File: src/rtl/tfm_pkg.sv
package tfm_pkg;
  // Slot strobes from the sequencer to the datapath
  typedef struct packed {
    logic wrSlot;     // write slot: current pixel goes to memory
    logic rdSlot;     // read slot: one older level is fetched
    logic firstRead;  // read slot of level 1
  } tfm_strobe_t;
endpackage

File: src/rtl/tfm_fifo.sv
module tfm_fifo #(
  parameter int DATA_W = 9,
  parameter int DEPTH  = 4
) (
  input  logic              clk,
  input  logic              rstN,
  input  logic              push,
  input  logic              pop,
  input  logic [DATA_W-1:0] din,
  output logic [DATA_W-1:0] dout,
  output logic              notEmpty
);
  localparam int PTR_W = $clog2(DEPTH);

  logic [DATA_W-1:0] store [DEPTH];
  logic [PTR_W-1:0]  wrPtr, rdPtr;
  logic [PTR_W:0]    count;

  always_ff @(posedge clk) begin
    if (push) store[wrPtr] <= din;
  end

  always_ff @(posedge clk) begin
    if (!rstN) begin
      wrPtr <= '0;
      rdPtr <= '0;
      count <= '0;
    end else begin
      if (push) wrPtr <= wrPtr + 1'b1;
      if (pop)  rdPtr <= rdPtr + 1'b1;
      count <= count + {{PTR_W{1'b0}}, push} - {{PTR_W{1'b0}}, pop};
    end
  end

  assign dout     = store[rdPtr];
  assign notEmpty = (count != '0);
endmodule

File: src/rtl/tfm_ctrl.sv
module tfm_ctrl
  import tfm_pkg::*;
#(
  parameter int PIX_W  = 8,
  parameter int IMG_W  = 8,
  parameter int IMG_H  = 4,
  parameter int NLEV   = 2,
  parameter int ADDR_W = 7,
  parameter int OFF_W  = 5
) (
  input  logic              clk,
  input  logic              rstN,
  input  logic              pixValid,
  input  logic              frameStart,
  input  logic [PIX_W-1:0]  pixIn,
  output tfm_strobe_t       strb,
  output logic [ADDR_W-1:0] memAddr,
  output logic              memWe,
  output logic [PIX_W-1:0]  memWdata,
  output logic [NLEV-1:0]   ctxMask
);
  localparam int NFR         = NLEV + 1;
  localparam int FRAME_WORDS = IMG_W * IMG_H;
  localparam int SLOT_W      = $clog2(NFR);
  localparam int FRM_W       = $clog2(NFR);
  localparam int TMP_W       = FRM_W + 2;
  localparam int COL_W       = $clog2(IMG_W);
  localparam int LINE_W      = $clog2(IMG_H);
  // Compile-time slot pattern: bit s set means slot s is the write slot
  localparam logic [NLEV:0] WR_PATTERN = {{NLEV{1'b0}}, 1'b1};

  logic              busy;
  logic [SLOT_W-1:0] slot;
  logic [PIX_W-1:0]  ctxPix;
  logic [FRM_W-1:0]  ctxFrame, wrFrame, framesDone;
  logic [OFF_W-1:0]  ctxOff;
  logic [COL_W-1:0]  col;
  logic [LINE_W-1:0] line;
  logic              seenFrame;

  logic              accept, startNew, slotIsWrite;
  logic [FRM_W-1:0]  frameSel, doneSel, region;
  logic [COL_W-1:0]  colUse, colNext;
  logic [LINE_W-1:0] lineUse, lineNext;
  logic [OFF_W-1:0]  offSel;
  logic [NLEV-1:0]   maskSel;
  logic [TMP_W-1:0]  backTmp;

  always_comb begin
    accept   = pixValid && (!busy || slot == SLOT_W'(NLEV));
    startNew = frameStart && seenFrame;
    frameSel = wrFrame;
    if (startNew) frameSel = (wrFrame == FRM_W'(NLEV)) ? '0 : wrFrame + 1'b1;
    doneSel = framesDone;
    if (startNew && framesDone != FRM_W'(NLEV)) doneSel = framesDone + 1'b1;
    maskSel = '0;
    for (int k = 0; k < NLEV; k++) maskSel[k] = (int'(doneSel) > k);
    colUse  = frameStart ? '0 : col;
    lineUse = frameStart ? '0 : line;
    offSel  = OFF_W'(lineUse) * OFF_W'(IMG_W) + OFF_W'(colUse);
    if (colUse == COL_W'(IMG_W - 1)) begin
      colNext  = '0;
      lineNext = (lineUse == LINE_W'(IMG_H - 1)) ? '0 : lineUse + 1'b1;
    end else begin
      colNext  = colUse + 1'b1;
      lineNext = lineUse;
    end
  end

  // Slot decode and address formation
  always_comb begin
    slotIsWrite    = WR_PATTERN[slot];
    strb.wrSlot    = busy && slotIsWrite;
    strb.rdSlot    = busy && !slotIsWrite;
    strb.firstRead = busy && (slot == SLOT_W'(1));
    backTmp = TMP_W'(ctxFrame) + TMP_W'(NFR) - TMP_W'(slot);
    if (backTmp >= TMP_W'(NFR)) backTmp = backTmp - TMP_W'(NFR);
    region  = slotIsWrite ? ctxFrame : backTmp[FRM_W-1:0];
    memAddr = ADDR_W'(region) * ADDR_W'(FRAME_WORDS) + ADDR_W'(ctxOff);
  end

  assign memWe    = strb.wrSlot;
  assign memWdata = ctxPix;

  always_ff @(posedge clk) begin
    if (!rstN) begin
      busy       <= 1'b0;
      slot       <= '0;
      ctxPix     <= '0;
      ctxFrame   <= '0;
      ctxOff     <= '0;
      ctxMask    <= '0;
      wrFrame    <= '0;
      framesDone <= '0;
      col        <= '0;
      line       <= '0;
      seenFrame  <= 1'b0;
    end else if (accept) begin
      busy       <= 1'b1;
      slot       <= '0;
      ctxPix     <= pixIn;
      ctxFrame   <= frameSel;
      ctxOff     <= offSel;
      ctxMask    <= maskSel;
      wrFrame    <= frameSel;
      framesDone <= doneSel;
      col        <= colNext;
      line       <= lineNext;
      seenFrame  <= 1'b1;
    end else if (busy) begin
      if (slot == SLOT_W'(NLEV)) busy <= 1'b0;
      else                       slot <= slot + 1'b1;
    end
  end
endmodule

File: src/rtl/tfm_datapath.sv
module tfm_datapath
  import tfm_pkg::*;
#(
  parameter int PIX_W      = 8,
  parameter int NLEV       = 2,
  parameter int FIFO_DEPTH = 4
) (
  input  logic                  clk,
  input  logic                  rstN,
  input  tfm_strobe_t           strb,
  input  logic [PIX_W-1:0]      ctxPix,
  input  logic [NLEV-1:0]       ctxMask,
  input  logic [PIX_W-1:0]      memRdata,
  output logic                  outValid,
  output logic [PIX_W-1:0]      outPix,
  output logic [NLEV*PIX_W-1:0] outPrev,
  output logic [NLEV-1:0]       outPrevValid
);
  localparam int LVL_W = (NLEV > 1) ? $clog2(NLEV) : 1;

  logic [NLEV-1:0]  maskHold;
  logic             retPend;
  logic [LVL_W-1:0] retLevel, lastLvl, issueLvl;
  logic             release_all;
  logic             curNotEmpty;
  logic [PIX_W-1:0] curDout;
  logic [NLEV-1:0]  levPush, levNotEmpty;
  logic [PIX_W:0]   levDin  [NLEV];
  logic [PIX_W:0]   levDout [NLEV];

  assign issueLvl = strb.firstRead ? '0 : lastLvl + 1'b1;

  always_ff @(posedge clk) begin
    if (!rstN) begin
      maskHold <= '0;
      retPend  <= 1'b0;
      retLevel <= '0;
      lastLvl  <= '0;
    end else begin
      if (strb.wrSlot) maskHold <= ctxMask;
      retPend <= strb.rdSlot;
      if (strb.rdSlot) begin
        lastLvl  <= issueLvl;
        retLevel <= issueLvl;
      end
    end
  end

  tfm_fifo #(.DATA_W(PIX_W), .DEPTH(FIFO_DEPTH)) curFifo (
    .clk(clk), .rstN(rstN), .push(strb.wrSlot), .pop(release_all),
    .din(ctxPix), .dout(curDout), .notEmpty(curNotEmpty)
  );

  for (genvar k = 0; k < NLEV; k++) begin : g_level
    assign levPush[k] = retPend && (retLevel == LVL_W'(k));
    assign levDin[k]  = {maskHold[k], maskHold[k] ? memRdata : {PIX_W{1'b0}}};
    tfm_fifo #(.DATA_W(PIX_W + 1), .DEPTH(FIFO_DEPTH)) levFifo (
      .clk(clk), .rstN(rstN), .push(levPush[k]), .pop(release_all),
      .din(levDin[k]), .dout(levDout[k]), .notEmpty(levNotEmpty[k])
    );
  end

  assign release_all = curNotEmpty && (&levNotEmpty);

  always_ff @(posedge clk) begin
    if (!rstN) begin
      outValid     <= 1'b0;
      outPix       <= '0;
      outPrev      <= '0;
      outPrevValid <= '0;
    end else begin
      outValid <= release_all;
      if (release_all) begin
        outPix <= curDout;
        for (int k = 0; k < NLEV; k++) begin
          outPrev[k*PIX_W +: PIX_W] <= levDout[k][PIX_W-1:0];
          outPrevValid[k]           <= levDout[k][PIX_W];
        end
      end
    end
  end
endmodule

File: src/rtl/temporal_frame_mem.sv
module temporal_frame_mem
  import tfm_pkg::*;
#(
  parameter int PIX_W      = 8,
  parameter int IMG_W      = 8,
  parameter int IMG_H      = 4,
  parameter int NLEV       = 2,
  parameter int FIFO_DEPTH = 4
) (
  input  logic                                         clk,
  input  logic                                         rstN,
  input  logic                                         pixValid,
  input  logic [PIX_W-1:0]                             pixIn,
  input  logic                                         frameStart,
  output logic [$clog2((NLEV+1)*IMG_W*IMG_H)-1:0]      memAddr,
  output logic [PIX_W-1:0]                             memWdata,
  output logic                                         memWe,
  input  logic [PIX_W-1:0]                             memRdata,
  output logic                                         outValid,
  output logic [PIX_W-1:0]                             outPix,
  output logic [NLEV*PIX_W-1:0]                        outPrev,
  output logic [NLEV-1:0]                              outPrevValid
);
  localparam int ADDR_W = $clog2((NLEV + 1) * IMG_W * IMG_H);
  localparam int OFF_W  = $clog2(IMG_W * IMG_H);

  tfm_strobe_t     strb;
  logic [NLEV-1:0] ctxMask;

  tfm_ctrl #(
    .PIX_W(PIX_W), .IMG_W(IMG_W), .IMG_H(IMG_H), .NLEV(NLEV),
    .ADDR_W(ADDR_W), .OFF_W(OFF_W)
  ) ctrl_i (
    .clk(clk), .rstN(rstN), .pixValid(pixValid), .frameStart(frameStart),
    .pixIn(pixIn), .strb(strb), .memAddr(memAddr), .memWe(memWe),
    .memWdata(memWdata), .ctxMask(ctxMask)
  );

  tfm_datapath #(
    .PIX_W(PIX_W), .NLEV(NLEV), .FIFO_DEPTH(FIFO_DEPTH)
  ) dp_i (
    .clk(clk), .rstN(rstN), .strb(strb), .ctxPix(memWdata), .ctxMask(ctxMask),
    .memRdata(memRdata), .outValid(outValid), .outPix(outPix),
    .outPrev(outPrev), .outPrevValid(outPrevValid)
  );
endmodule

File: config.mk
export PLATFORM = sky130hd
export DESIGN_NAME = temporal_frame_mem
export DESIGN_NICKNAME = d
export VERILOG_FILES = /design/src/rtl/tfm_pkg.sv /design/src/rtl/tfm_fifo.sv /design/src/rtl/tfm_ctrl.sv /design/src/rtl/tfm_datapath.sv /design/src/rtl/temporal_frame_mem.sv
export SDC_FILE = /design/constraint.sdc
export NUM_CORES = 1
export LEC_CHECK = 0
export ABC_AREA = 1
export BUFFER_PORTS_ARGS = -buffer_cell sky130_fd_sc_hd__buf_2
export CORE_MARGIN = 2
export CORE_UTILIZATION = 40
export DETAILED_ROUTE_END_ITERATION = 8
export PLACE_DENSITY_LB_ADDON = 0.2
export SYNTH_ARGS = -nofsm -noshare
export SYNTH_HDL_FRONTEND = slang
export SYNTH_SLANG_ARGS = --single-unit
File: constraint.sdc
create_clock -name clk -period 2.8 [get_ports clk]
set_input_delay 0.56 -clock clk [delete_from_list [all_inputs] [get_ports clk]]
set_output_delay 0.56 -clock clk [all_outputs]
set_load 0.02 [all_outputs]
==> results of run 1 <==
==> how the worst max path moves through the flow <==
stage                              start         end  slack [ps]  cells after the start
after floorplan           ctrl_i.slot[0]  memAddr[5]         270                     10
after global placement    ctrl_i.slot[0]  memAddr[5]         380                     11
after detailed placement  ctrl_i.slot[0]  memAddr[5]         340                     11
after CTS                 ctrl_i.slot[0]  memAddr[5]          10                     11
after global routing      ctrl_i.slot[0]  memAddr[5]         -50                     11
final                     ctrl_i.slot[0]  memAddr[5]          60                     11
==> power by group <==
part / internal (mW) / switching (mW)
combinational: 0.0994 / 0.189
clock: 1.40 / 0.984
sequential: 2.92 / 0.0483
==> cell usage in the layout (no fill, tap or decap), drive strengths merged, types with 8 or more instances in the layout <==
cell,count
nand2,219
nor2,146
edfxtp,104
inv,100
o21ai,83
dfxtp,80
buf,79
a21oi,26
ha,23
clkbuf,19
nand3,9
clkinv,8
==> routing by layer <==
metal | vias up | GRT usage | wire length [um] | share of wire
li1 | 2797 | - | - | -
met1 | 2414 | 0.1948 | 6945 | 0.47
met2 | 82 | 0.2614 | 7143 | 0.48
met3 | 16 | 0.03166 | 618 | 0.041
met4 | 0 | 0.06244 | 227 | 0.015
met5 | - | 0 | 0 | 0
==> logic make-up (layout without fill, tap and decap cells) <==
group,Yosys count,count (layout),share of synthesized area
xor gates and xnor gates,9,9,0.01009
and+or+nand+nor,379,379,0.1900
DFF,184,184,0.6048
buffers and inverters,136,212,0.07576
AOI/OAI and AO/OA,110,110,0.07224
adders and majority gates,27,27,0.04709
==> timing repair <==
| action | 4_1_cts | 5_1_grt |
|---|---|---|
| buffers inserted | 2 | 1 |
| pin swaps | 0 | 2 |
| resized for setup | 7 | 7 |
| endpoints found under the setup margin | 2 | 2 |
==> stage by stage <==
| step | area, um^2 | std cells | TNS, ps |
|---|---|---|---|
| CTS | 8956 | 1185 | 0 |
| detailed placement | 8348 | 1151 | 0 |
| finish | 8991 | 1186 | 0 |
| global placement | 8348 | 1151 | 0 |
| global route | 8991 | 1186 | -55.42 |
| floorplan | 7811 | 845 | 0 |
==> layout make-up <==
class | count | area (um^2) | area share
Clock buffer | 19 | 432.9 | 0.04815
Clock inverter | 13 | 152.6 | 0.01698
Inverter | 101 | 381.6 | 0.04244
Multi-Input combinational cell | 525 | 2522 | 0.2805
Sequential cell | 184 | 4727 | 0.5257
Tap cell | 265 | 331.6 | 0.03688
Timing Repair Buffer | 79 | 442.9 | 0.04926
==> worst max-delay path, cell delays in order (launching register included) <==
cell	delay (ps)
dfxtp_2	330
inv_2	70
ha_4	120
inv_2	30
fa_1	490
inv_2	60
ha_4	150
inv_2	50
nand2_2	50
xnor2_1	120
o21ai_1	130
buf_4	150
==> state kept, by name, summed over array words and instances (netlist names), 4 cells and up <==
signal,count
ctrl_i.ctxOff,5
ctrl_i.memWdata,8
dp_i.curFifo.store,32
dp_i.g_level.levFifo.count,6
dp_i.g_level.levFifo.rdPtr,4
dp_i.g_level.levFifo.store,72
dp_i.g_level.levFifo.wrPtr,4
dp_i.outPix,8
dp_i.outPrev,16
==> impl_metrics.toml, run 1 <==
[synthesis]
ys.flop_type = "edfxtp_1"
yosysSeqAreaShare = 0.6048
synthArstFlopShare = 0
synthDominantCellAreaShare = 0.3998
syn_area_mm2 = 0.007811
synth_most_common_cell = "nand2_1"
synth_edf_count = 104
yosysWarnings = 0
post_synth_num_cell_types = 27
ys_top_cells_by_area = "edfxtp_1 40%, dfxtp_1 21%, nand2_1 10%, nor2_1 7.0%, o21ai_0 4.6%"
yosysTopAreaCell = "edfxtp_1"
avgSynthCellArea_um2 = 9.244
synthTopCellsByCount = "214 x nand2_1, 146 x nor2_1, 104 x edfxtp_1"
syn_inst = 845
syn_nets = 892
synth_seq_cells = 184

[global_routing]
grt_pass1_vias = 5003
grt_pass1_wl_um = 24800
antenna_found_initial = 0
grt_usage = 0.1549
grt_max_degree = 42
overflow = 0

[cells_and_area]
antenna_cells = 0
final_nets = 955
final_util = 0.4650
fill_cells = 1858
area_delta_synth_final_pct = 15.10
drive_gt1_frac = 0.1412

[placed_design]
routabilityCongestion = 0.7723
port_buffers = 62
post-place-ws_ps = 339.9
hpwl_um = 9828

[setup_path]
critPathRequiredTime_ps = 2240
crit_arrival_ps = 2180
critPathMaxFanout = 2
reg2reg_slack_ps = 470
critPathLaunchType = "flip-flop"
r2r_end = "dp_i.g_level[0].levFifo.count[2]"
endpoint_kind = "output pin"
crit_type = "flip-flop to output pin"
reg2reg_from = "dp_i.curFifo.count[1]"
reg2regPathDepth = 10

[route]
via_per_inst = 4.476
drtIter0Drc = 315
wl_per_cell_um = 12.59
drt-pass1-iter-count = 4
vias = 5309
antenna_left = 0
drc_errors = 0
drt-total-wl_um = 14930

[sta]
rsz0062_at_grt = "true"
layout_min_cycle_time_ps = 2739
period_share = 0.9784
tightestPinTransition_ps = 821.0
worst_slack_ps = 60.54
clock_skew_ps = 6.049
hold_viol_final = 0
setup_violations = 0
maxSlewViolCount = 0
worst_hold_slack_ps = 388.5
max_slew_margin = 0.4507
fmax_mhz = 365.0

[floorplan]
fp-row-count = 51
fp.coreArea_mm2 = 0.01933
dieArea_mm2 = 0.02066
die_y_um = 143.7
initial_core_util = 0.4040
die_w_um = 143.7
ioPinCount = 63

[hold_path]
min_to = "ctrl_i.memWdata[5]"
worstHoldPathType = "input pin to flip-flop"
hold_depth = 3
min_from = "pixIn[5]"

[clocking]
path_clk_slew_ps = 70
worstSkewPairLatency_ps = 430
h-tree-depth = 4
clk_path_buf_depth = 2
cts_sinks = 184
cts-root-buf = "clkbuf_16"
cts_tree = "built"
numCtsBuffers = 17
hold_buffers = 0

[power]
p_leak_nw = 3.954
ir_drop_uv = 417.8
power_mw = 5.636
p_per_area_mw_per_mm2 = 626.9

[status]
status = "finished, final reports clean"

[run]
maxCapViolations = 0
No activity file was read; power rests on OpenSTA's default activity.
==> inputs of run 2 (changes only) <==
--- a/config.mk
+++ b/config.mk
@@ -7,8 +7,10 @@
 export LEC_CHECK = 0
 export ABC_AREA = 1
 export BUFFER_PORTS_ARGS = -buffer_cell sky130_fd_sc_hd__buf_2
+export CELL_PAD_IN_SITES_DETAIL_PLACEMENT = 1
+export CELL_PAD_IN_SITES_GLOBAL_PLACEMENT = 2
 export CORE_MARGIN = 2
-export CORE_UTILIZATION = 40
+export CORE_UTILIZATION = 37
 export DETAILED_ROUTE_END_ITERATION = 8
 export PLACE_DENSITY_LB_ADDON = 0.2
 export SYNTH_ARGS = -nofsm -noshare
==> run 2 against run 1 <==
Die area up 7.9%. Core utilization down 3.5 points. Highest routed layer unchanged. Clock power is essentially flat. Routed wire length up 17%. Largest cell class unchanged. Global-route usage up 1.2 points. Via count up 5.1%. Maximum frequency increased by 0.61%. Power fell by 0.13%. Sequential power barely moved. Largest power group unchanged.
==> impl_metrics.toml, run 2 (synthesis results as in run 1) <==
[power]
switching_share = 0.2307
ir_drop_uv = 381.5
p_leak_nw = 3.927
power.internal_mw = 4.331
combPwrFrac = 0.053
seqPwrFrac = 0.527
p_per_area_mw_per_mm2 = 626.3
clkPwrFrac = 0.420
power_switching_mw = 1.298
power_mw = 5.629

[placed_design]
dp.cells = 1157
routabilityCongestion = 0.7103
hpwl_um = 11950
post-place-ws_ps = 290.9
port_buffers = 62

[cells_and_area]
reg_top3 = "dp_i.g_level.levFifo.store (72), dp_i.curFifo.store (32), dp_i.outPrev (16)"
layout_common_cells = "213 x nand2_1, 146 x nor2_1, 104 x edfxtp_1"
antenna_cells = 0
largest_reg_flops = 72
fin_cells = 1193
drive_gt1_frac = 0.1383
final_util = 0.4303
layout_commonest_cell = "nand2_1"
final_nets = 952
area_delta_synth_final_pct = 15.07
regMostFlops = "dp_i.g_level.levFifo.store"

[sta]
layout_min_cycle_time_ps = 2723
fmax_mhz = 367.3
worst_hold_slack_ps = 383.9
maxSlewViolCount = 0
period_share = 0.9725
tightestPinTransition_ps = 885.9
rsz0062_at_grt = "true"
worst_slack_ps = 77.08
hold_viol_final = 0
max_slew_margin = 0.4072
setup_violations = 0
clock_skew_ps = 7.212

[setup_path]
crit_arrival_ps = 2160
cp_num_cells = 11
critPathLaunchType = "flip-flop"
crit_buf_inv = 5
endpoint_kind = "output pin"
critPathRequiredTime_ps = 2240
reg2regPathDepth = 10
path_cells = "inv_2 -> ha_4 -> inv_1 -> fa_1 -> inv_2 -> ha_4 -> inv_2 -> nand2_2 -> xnor2_1 -> o21ai_1 -> buf_4"
critPathMostFrequentCell = "inv_2"
cp_slowest_cell = "fa_1"
crit_type = "flip-flop to output pin"
cp_slowest_stage_delay_ps = 490
critPathMaxFanout = 2
crit_family = "adder cells"

[floorplan]
die_y_um = 149.3
dieArea_mm2 = 0.02229
fp.coreArea_mm2 = 0.02089
die_w_um = 149.3
fp-row-count = 53
ioPinCount = 63
initial_core_util = 0.3739

[route]
drtIter0Drc = 340
antenna_left = 0
drt-total-wl_um = 17450
drt-pass1-iter-count = 4
via_per_inst = 4.678
vias = 5581
wl_per_cell_um = 14.63
drc_errors = 0

[clocking]
numCtsBuffers = 17
clk_path_buf_depth = 2
cts_tree = "built"
worstSkewPairLatency_ps = 430
h-tree-depth = 4
cts_sinks = 184
path_clk_slew_ps = 70
cts-root-buf = "clkbuf_16"

[status]
status = "finished, final reports clean"

[global_routing]
grt_pass1_vias = 5758
grt_usage = 0.1672
antenna_found_initial = 0
overflow = 0
grt_max_degree = 47
grt_pass1_wl_um = 29140

[hold_path]
hold_depth = 3
worstHoldPathType = "input pin to flip-flop"

[run]
maxCapViolations = 0
run 2: cell count changes in the layout (fill, tap and decap cells not counted), moves of 2 or more:
cell / before / now
buf_4: 19 / 14
clkbuf_1: 2 / 0
clkinv_4: 0 / 4
clkinv_1: 3 / 5
clkinvlp_4: 2 / 5
clkinv_2: 5 / 1
run 2: timing repair:
item,4_1_cts,5_1_grt
pin swaps,2,1
endpoints found under the setup margin,2,2
resized for setup,12,2
buffers inserted,3,1
endpoints found under the hold margin,0,0
hold buffers,0,0
run 2: stage by stage:
step                      instance area, um^2  setup TNS, ps
after floorplan                          7811              0
final                                    8989              0
after CTS                                8977              0
after global placement                   8343              0
after detailed placement                 8343              0
after global routing                     8989         -29.58
run 2: worst reg2reg max path, stage by stage, from the launching register on:
cell     delay (ps)
dfxtp_1         400
nor2_1           70
nand2_1         150
nand3_2         370
xnor2_1         280
ha_1            180
inv_1            60
fa_1            370
xnor2_1         210
o21ai_0         110
a21oi_1         130
run 2: worst paths after layout:
check / start / to / slack, ps
setup / recovery: ctrl_i.slot[0] / memAddr[5] / 80
hold / removal: pixIn[3] / ctrl_i.memWdata[3] / 380
setup reg to reg: dp_i.curFifo.count[1] / dp_i.g_level[0].levFifo.count[2] / 400
hold reg to reg: ctrl_i.ctxMask[1] / dp_i.maskHold[1] / 460
run 2: routing by layer:
metal / vias up / share of wire / global-route usage
met4: 0 / 0.017 / 0.06000
met5: - / 0 / 0
li1: 2787 / - / -
met1: 2716 / 0.46 / 0.2064
met2: 59 / 0.50 / 0.2926
met3: 19 / 0.028 / 0.03119
run 2: power groups by stage:
stage                     registers, mW  clock network [mW]  logic, mW
after floorplan                    3.02                   0      0.187
after global placement             3.02                   0      0.270
after detailed placement           3.03                   0      0.288
after CTS                          2.97                2.41      0.307
after global routing               2.98                2.53      0.348
final                              2.97                2.36      0.300
run 2: area by class of cell:
cell class              instances  area [um^2]
well taps                     275        344.1
flip-flops and latches        184         4731
fillers                      2441        11900
multi-input cells             525         2522
inverters                     101        381.6
clock inverters                15        153.9
repair buffers                 76        430.4
clock buffers                  17        425.4
